[config.mk]
export PLATFORM = sky130hd
export DESIGN_NAME = regbank_core
export DESIGN_NICKNAME = d
export VERILOG_FILES = /design/src/rtl/regbank_pkg.sv /design/src/rtl/regbank_mode_dec.sv /design/src/rtl/regbank_read_port.sv /design/src/rtl/regbank_core.sv
export SDC_FILE = /design/constraint.sdc
export NUM_CORES = 2
export LEC_CHECK = 0
export BUFFER_PORTS_ARGS = -buffer_cell sky130_fd_sc_hd__buf_4
export CAP_MARGIN = 30
export CORE_MARGIN = 2
export CORE_UTILIZATION = 62
export DETAILED_ROUTE_END_ITERATION = 10
export HOLD_SLACK_MARGIN = 0.05
export PLACE_DENSITY = 0.85
export RECOVER_POWER = 50
export SETUP_SLACK_MARGIN = 0.05
export SLEW_MARGIN = 10
export SYNTH_ARGS = -nofsm -noshare
export SYNTH_HDL_FRONTEND = slang
export SYNTH_SLANG_ARGS = --single-unit
[constraint.sdc]
create_clock -name clk -period 3.67 [get_ports clk]
set_input_delay 0.5505 -clock clk [delete_from_list [all_inputs] [get_ports clk]]
set_output_delay 0.5505 -clock clk [all_outputs]
set_load 0.02 [all_outputs]
[src/rtl/regbank_pkg.sv]
package regbank_pkg;

    localparam int NUM_BANKS  = 6;
    localparam int BANK_IDX_W = 3;
    localparam int MODE_W     = 5;
    localparam int HI_FIRST   = 8;
    localparam int HI_COUNT   = 5;
    localparam int SP_IDX     = 13;
    localparam int LR_IDX     = 14;

    typedef enum logic [MODE_W-1:0] {
        MODE_USER  = 5'h10,
        MODE_FAST  = 5'h11,
        MODE_INTR  = 5'h12,
        MODE_SUPV  = 5'h13,
        MODE_ABRT  = 5'h17,
        MODE_UNDEF = 5'h1B,
        MODE_SYST  = 5'h1F
    } mode_e;

    typedef struct packed {
        logic                  valid;
        logic                  is_fast;
        logic [BANK_IDX_W-1:0] bank;
    } mode_info_t;

    function automatic mode_info_t decode_mode(input logic [MODE_W-1:0] code);
        mode_info_t info;
        info = '{valid: 1'b1, is_fast: 1'b0, bank: '0};
        case (code)
            MODE_USER, MODE_SYST: info.bank = 3'd0;
            MODE_SUPV:            info.bank = 3'd1;
            MODE_ABRT:            info.bank = 3'd2;
            MODE_UNDEF:           info.bank = 3'd3;
            MODE_INTR:            info.bank = 3'd4;
            MODE_FAST: begin
                info.bank    = 3'd5;
                info.is_fast = 1'b1;
            end
            default:              info.valid = 1'b0;
        endcase
        return info;
    endfunction

endpackage

[src/rtl/regbank_mode_dec.sv]
module regbank_mode_dec
    import regbank_pkg::*;
(
    input  logic [MODE_W-1:0] code,
    output mode_info_t        info
);
    always_comb info = decode_mode(code);
endmodule

[src/rtl/regbank_read_port.sv]
module regbank_read_port #(
    parameter int DATA_W   = 32,
    parameter int NUM_REGS = 16,
    localparam int ADDR_W  = $clog2(NUM_REGS)
) (
    input  logic [NUM_REGS-1:0][DATA_W-1:0] regs,
    input  logic [ADDR_W-1:0]               addr,
    output logic [DATA_W-1:0]               data
);
    always_comb data = regs[addr];
endmodule

[src/rtl/regbank_core.sv]
module regbank_core
    import regbank_pkg::*;
#(
    parameter int DATA_W   = 32,
    parameter int NUM_REGS = 16,
    localparam int ADDR_W  = $clog2(NUM_REGS)
) (
    input  logic              clk,
    input  logic              rst,
    input  logic [ADDR_W-1:0] rd_addr_a,
    output logic [DATA_W-1:0] rd_data_a,
    input  logic [ADDR_W-1:0] rd_addr_b,
    output logic [DATA_W-1:0] rd_data_b,
    input  logic              wr_en,
    input  logic [ADDR_W-1:0] wr_addr,
    input  logic [DATA_W-1:0] wr_data,
    input  logic              spsr_wr_en,
    input  logic [DATA_W-1:0] spsr_wr_data,
    output logic [DATA_W-1:0] spsr_rd_data,
    input  logic              mode_req,
    input  logic [4:0]        mode_old,
    input  logic [4:0]        mode_new,
    output logic [4:0]        cur_mode,
    output logic              mode_err
);
    localparam int NUM_PORTS = 2;

    // live state
    logic [NUM_REGS-1:0][DATA_W-1:0]  live_q;
    logic [DATA_W-1:0]                spsr_q;
    // banked copies
    logic [NUM_BANKS-1:0][DATA_W-1:0] bank_sp_q, bank_lr_q, bank_ss_q;
    logic [HI_COUNT-1:0][DATA_W-1:0]  user_hi_q, fast_hi_q;
    logic [MODE_W-1:0]                mode_q;
    logic                             err_q;

    // write-first view of live state
    logic [NUM_REGS-1:0][DATA_W-1:0]  live_w;
    logic [DATA_W-1:0]                spsr_w;

    mode_info_t info_old, info_new;
    logic       swap_go, fast_leave, fast_enter, same_bank;

    regbank_mode_dec u_dec_old (.code(mode_old), .info(info_old));
    regbank_mode_dec u_dec_new (.code(mode_new), .info(info_new));

    logic [NUM_PORTS-1:0][ADDR_W-1:0] rd_addr;
    logic [NUM_PORTS-1:0][DATA_W-1:0] rd_data;
    assign rd_addr[0] = rd_addr_a;
    assign rd_addr[1] = rd_addr_b;
    assign rd_data_a  = rd_data[0];
    assign rd_data_b  = rd_data[1];

    generate
        for (genvar p = 0; p < NUM_PORTS; p++) begin : g_rd
            regbank_read_port #(.DATA_W(DATA_W), .NUM_REGS(NUM_REGS)) u_port (
                .regs (live_q),
                .addr (rd_addr[p]),
                .data (rd_data[p])
            );
        end
    endgenerate

    always_comb begin
        live_w = live_q;
        if (wr_en) live_w[wr_addr] = wr_data;
        spsr_w = spsr_en_mux(spsr_wr_en, spsr_wr_data, spsr_q);
    end

    function automatic logic [DATA_W-1:0] spsr_en_mux(input logic en,
                                                      input logic [DATA_W-1:0] d,
                                                      input logic [DATA_W-1:0] q);
        return en ? d : q;
    endfunction

    assign swap_go    = mode_req && info_old.valid && info_new.valid;
    assign fast_leave = swap_go && info_old.is_fast && !info_new.is_fast;
    assign fast_enter = swap_go && info_new.is_fast && !info_old.is_fast;
    assign same_bank  = (info_old.bank == info_new.bank);

    // values loaded into r13, r14 and saved status on a swap
    logic [DATA_W-1:0] sp_load, lr_load, ss_load;
    always_comb begin
        sp_load = same_bank ? live_w[SP_IDX] : bank_sp_q[info_new.bank];
        lr_load = same_bank ? live_w[LR_IDX] : bank_lr_q[info_new.bank];
        ss_load = same_bank ? spsr_w         : bank_ss_q[info_new.bank];
    end

    always_ff @(posedge clk) begin
        if (rst) begin
            live_q    <= '0;
            spsr_q    <= '0;
            bank_sp_q <= '0;
            bank_lr_q <= '0;
            bank_ss_q <= '0;
            user_hi_q <= '0;
            fast_hi_q <= '0;
            mode_q    <= MODE_SUPV;
            err_q     <= 1'b0;
        end else begin
            err_q  <= mode_req && !(info_old.valid && info_new.valid);
            live_q <= live_w;
            spsr_q <= spsr_w;
            if (swap_go) begin
                mode_q                     <= mode_new;
                bank_sp_q[info_old.bank]   <= live_w[SP_IDX];
                bank_lr_q[info_old.bank]   <= live_w[LR_IDX];
                bank_ss_q[info_old.bank]   <= spsr_w;
                live_q[SP_IDX]             <= sp_load;
                live_q[LR_IDX]             <= lr_load;
                spsr_q                     <= ss_load;
                for (int k = 0; k < HI_COUNT; k++) begin
                    if (fast_leave) begin
                        fast_hi_q[k]          <= live_w[HI_FIRST+k];
                        live_q[HI_FIRST+k]    <= user_hi_q[k];
                    end else if (fast_enter) begin
                        user_hi_q[k]          <= live_w[HI_FIRST+k];
                        live_q[HI_FIRST+k]    <= fast_hi_q[k];
                    end
                end
            end
        end
    end

    assign spsr_rd_data = spsr_q;
    assign cur_mode     = mode_q;
    assign mode_err     = err_q;

endmodule

==> impl_metrics.toml <==
[outcome]
status = "complete, but fails checks"
violations = "design-rule violations, max-capacitance violations, max-slew violations"

[place]
preCtsSetupSlack_ps = 533
dp.final_hpwl_um = 123000
gp_congestion = 0.929
portBuffers = 192

[timing]
slew_headroom_pct = -98.1
rsz0062_at_grt = "no"
timing.final.ws_setup_ps = 285
skew_ps = 25.8
slew_viol_final = 475
min_period_ps = 3390
min_period_over_period_pct = 92.2
tns_ps = 0
max_clock_freq_mhz = 295
setup_viol = 0
tightest_slew_ps = 2970
hold_viol_final = 0

[detailed_routing]
detail-route-antenna-nets = 0
drc = 2
drt_first_pass_iters = 11
wire_per_inst_um = 26.5
vias_per_cell = 7.22
wirelength_um = 210000
drt_iter0_markers = 8411
num_vias = 57050

[power]
cellLeakagePower_nw = 24.2
ir_drop_uv = 371
p_per_area_nw_per_um2 = 462
power.total_mw = 32.8

[clocking]
clk_latency_ps = 780
ctsResizeCount = 0
cts.sinks = 1446
hold_buffers = 0
htree_levels = 4
numCtsBuffers = 145
root_buffer = "clkbuf_16"
clk_path_buf_depth = 3
cts_setup_buffers = 0
clk_pin_slew_ps = 60
cts_tree = "built"

[global_route]
grt_max_degree = 206
antenna_found_initial = 21
grt_pass1_wl_um = 322000
grt_pass1_vias = 55926
globalRoute.busiestLayer = "met2"
grtUsageMet1_pct = 47.0
use_met2_pct = 57.9
overflow = 0
grt_use_met3_pct = 11.9
grt_usage_pct = 38.1

[setup_path]
cp_data_arrival_time_ps = 4060
slowest_stage = "clkbuf_1"
worstPathRequired_ps = 4340
end_kind = "flop"
cp_common_cell = "clkbuf_1"
max_stage_delay_ps = 1840
critPathKind = "in2reg"
setup.worst_path.start_class = "input port"
path_cells = "clkbuf_1 -> nand3b_1 -> nor2_1 -> clkbuf_1 -> nand2_1 -> a21oi_1"
critPathMaxFanout = 26

[min_path]
hold_path_class = "in2reg"

[synthesis]
async_flop_share_pct = 0
syn_area_um2 = 64400
synth_flop_cell = "dfxtp_1"
yosysWarnings = 0
ys_types = 59
ys_seq_area_share_pct = 44.9
syn_inst = 6660
synth_seq_cells = 1446
avgSynthCellArea_um2 = 9.67
synth_edf_count = 0
mappedNetlistNets = 6751

[run]
drv_cap = 12

[cells_and_area]
fillCellCount = 7246
drive_above_1_share_pct = 14.9
area_growth_pct = 10.3
final_nets = 6499

[floorplanning]
die_area_um2 = 106000
boundaryPins = 193
die_h_um = 326
core_um2 = 103000
row_count = 118
chipWidth_um = 326
start_util_pct = 62.3
routing by layer:
metal | vias to the layer above | share of wire, %
li1 | 24502 | -
met1 | 27164 | 35
met2 | 4254 | 44
met3 | 1116 | 14
met4 | 14 | 7.2
met5 | - | 0.048
Yosys cell counts (5+ instances only):
| library cell | count | area [um^2] |
|---|---|---|
| o22ai_1 | 347 | 2170 |
| a211oi_1 | 804 | 6040 |
| a22oi_1 | 95 | 713 |
| dfxtp_1 | 1446 | 28900 |
| mux4_2 | 320 | 7210 |
| a21oi_1 | 386 | 1930 |
| mux2i_1 | 256 | 2560 |
| nand3b_1 | 7 | 52.6 |
| buf_2 | 194 | 971 |
| nor2b_1 | 5 | 31.3 |
| buf_1 | 49 | 184 |
| mux2_2 | 95 | 1070 |
| o21ai_0 | 100 | 500 |
| nor2_1 | 816 | 3060 |
| nand3_1 | 199 | 996 |
| o211ai_1 | 96 | 721 |
| clkbuf_1 | 494 | 1850 |
| nand2_1 | 597 | 2240 |
| a221oi_1 | 160 | 1400 |
| nand2b_1 | 6 | 37.5 |
| buf_4 | 30 | 225 |
| o211a_1 | 97 | 971 |
layout by cell type, fill, tap and decap left out, drive strengths merged, types with 7 or more instances in the layout:
cell type	instances
a211oi	805
a21oi	386
a221oi	160
a22oi	95
buf	298
clkbuf	275
clkinv	27
dfxtp	1446
diode	15
inv	12
mux2	95
mux2i	256
mux4	320
nand2	597
nand3	199
nand3b	7
nor2	817
o211a	97
o211ai	96
o21ai	102
o22ai	347
path summary, 6_finish.rpt:
check,from,end,slack (ps),cells after the start
max,wr_addr[3],live_q[162]$_SDFFE_PP0P_,280,6
min,mode_req,mode_err$_SDFF_PP0_,120,2
min reg2reg,cur_mode[4]$_SDFFE_PP1N_,cur_mode[4]$_SDFFE_PP1N_,450,1
max reg2reg,bank_sp_q[94]$_SDFFE_PP0P_,live_q[446]$_SDFF_PP0_,2030,5
where the power goes:
| part | leakage, nW | switching, mW | internal (mW) |
|---|---|---|---|
| logic | 10.4 | 1.67 | 0.760 |
| registers | 11.7 | 0.148 | 15.9 |
| clock network | 2.22 | 6.30 | 8.09 |
worst max-delay path, delay by kind of cell:
family          cells  cell delay [ps]
buf+inv             2             2010
simple gates        3             1190
compound gates      1              270
layout make-up:
class	count	area, um^2	area share [%]
timing repair buffer	368	3380	4.76
clock inverter	39	397	0.558
clock buffer	205	4120	5.80
inverter	7	28.8	0.0405
antenna	15	37.5	0.0529
tap	1380	1730	2.43
multi-input combinational	4440	32400	45.6
sequential	1446	28900	40.8
through the flow:
stage | instances | cell area [um^2] | hold WS (ps) | util [%]
2_1_floorplan | 6660 | 64400 | 424 | -
3_3_place_gp | 7640 | 67000 | 434 | 64.8
3_5_place_dp | 7641 | 67000 | 438 | 64.8
4_1_cts | 7885 | 71500 | 91.4 | 69.2
5_1_grt | 7892 | 71000 | 97.5 | 68.7
6_report | 7900 | 71000 | 118 | 68.7
sequential cells by signal (all words and copies together), names as in the netlist:
| name | flops |
|---|---|
| bank_ss_q | 192 |
| bank_sp_q | 192 |
| user_hi_q | 160 |
| live_q | 512 |
| bank_lr_q | 192 |
| mode_err | 1 |
| fast_hi_q | 160 |
| spsr_rd_data | 32 |
| cur_mode | 5 |
logic make-up after synthesis:
group	count (synthesis)	share of synthesized area, %
adders and majority gates	1	0.0155
and+or+nand+nor	1658	10.3
xor gates and xnor gates	6	0.0933
buffers and inverters	774	5.06
AOI/OAI and AO/OA	2104	22.7
DFF	1446	44.9
muxes	671	16.8
(Power assumes the default switching activity.)
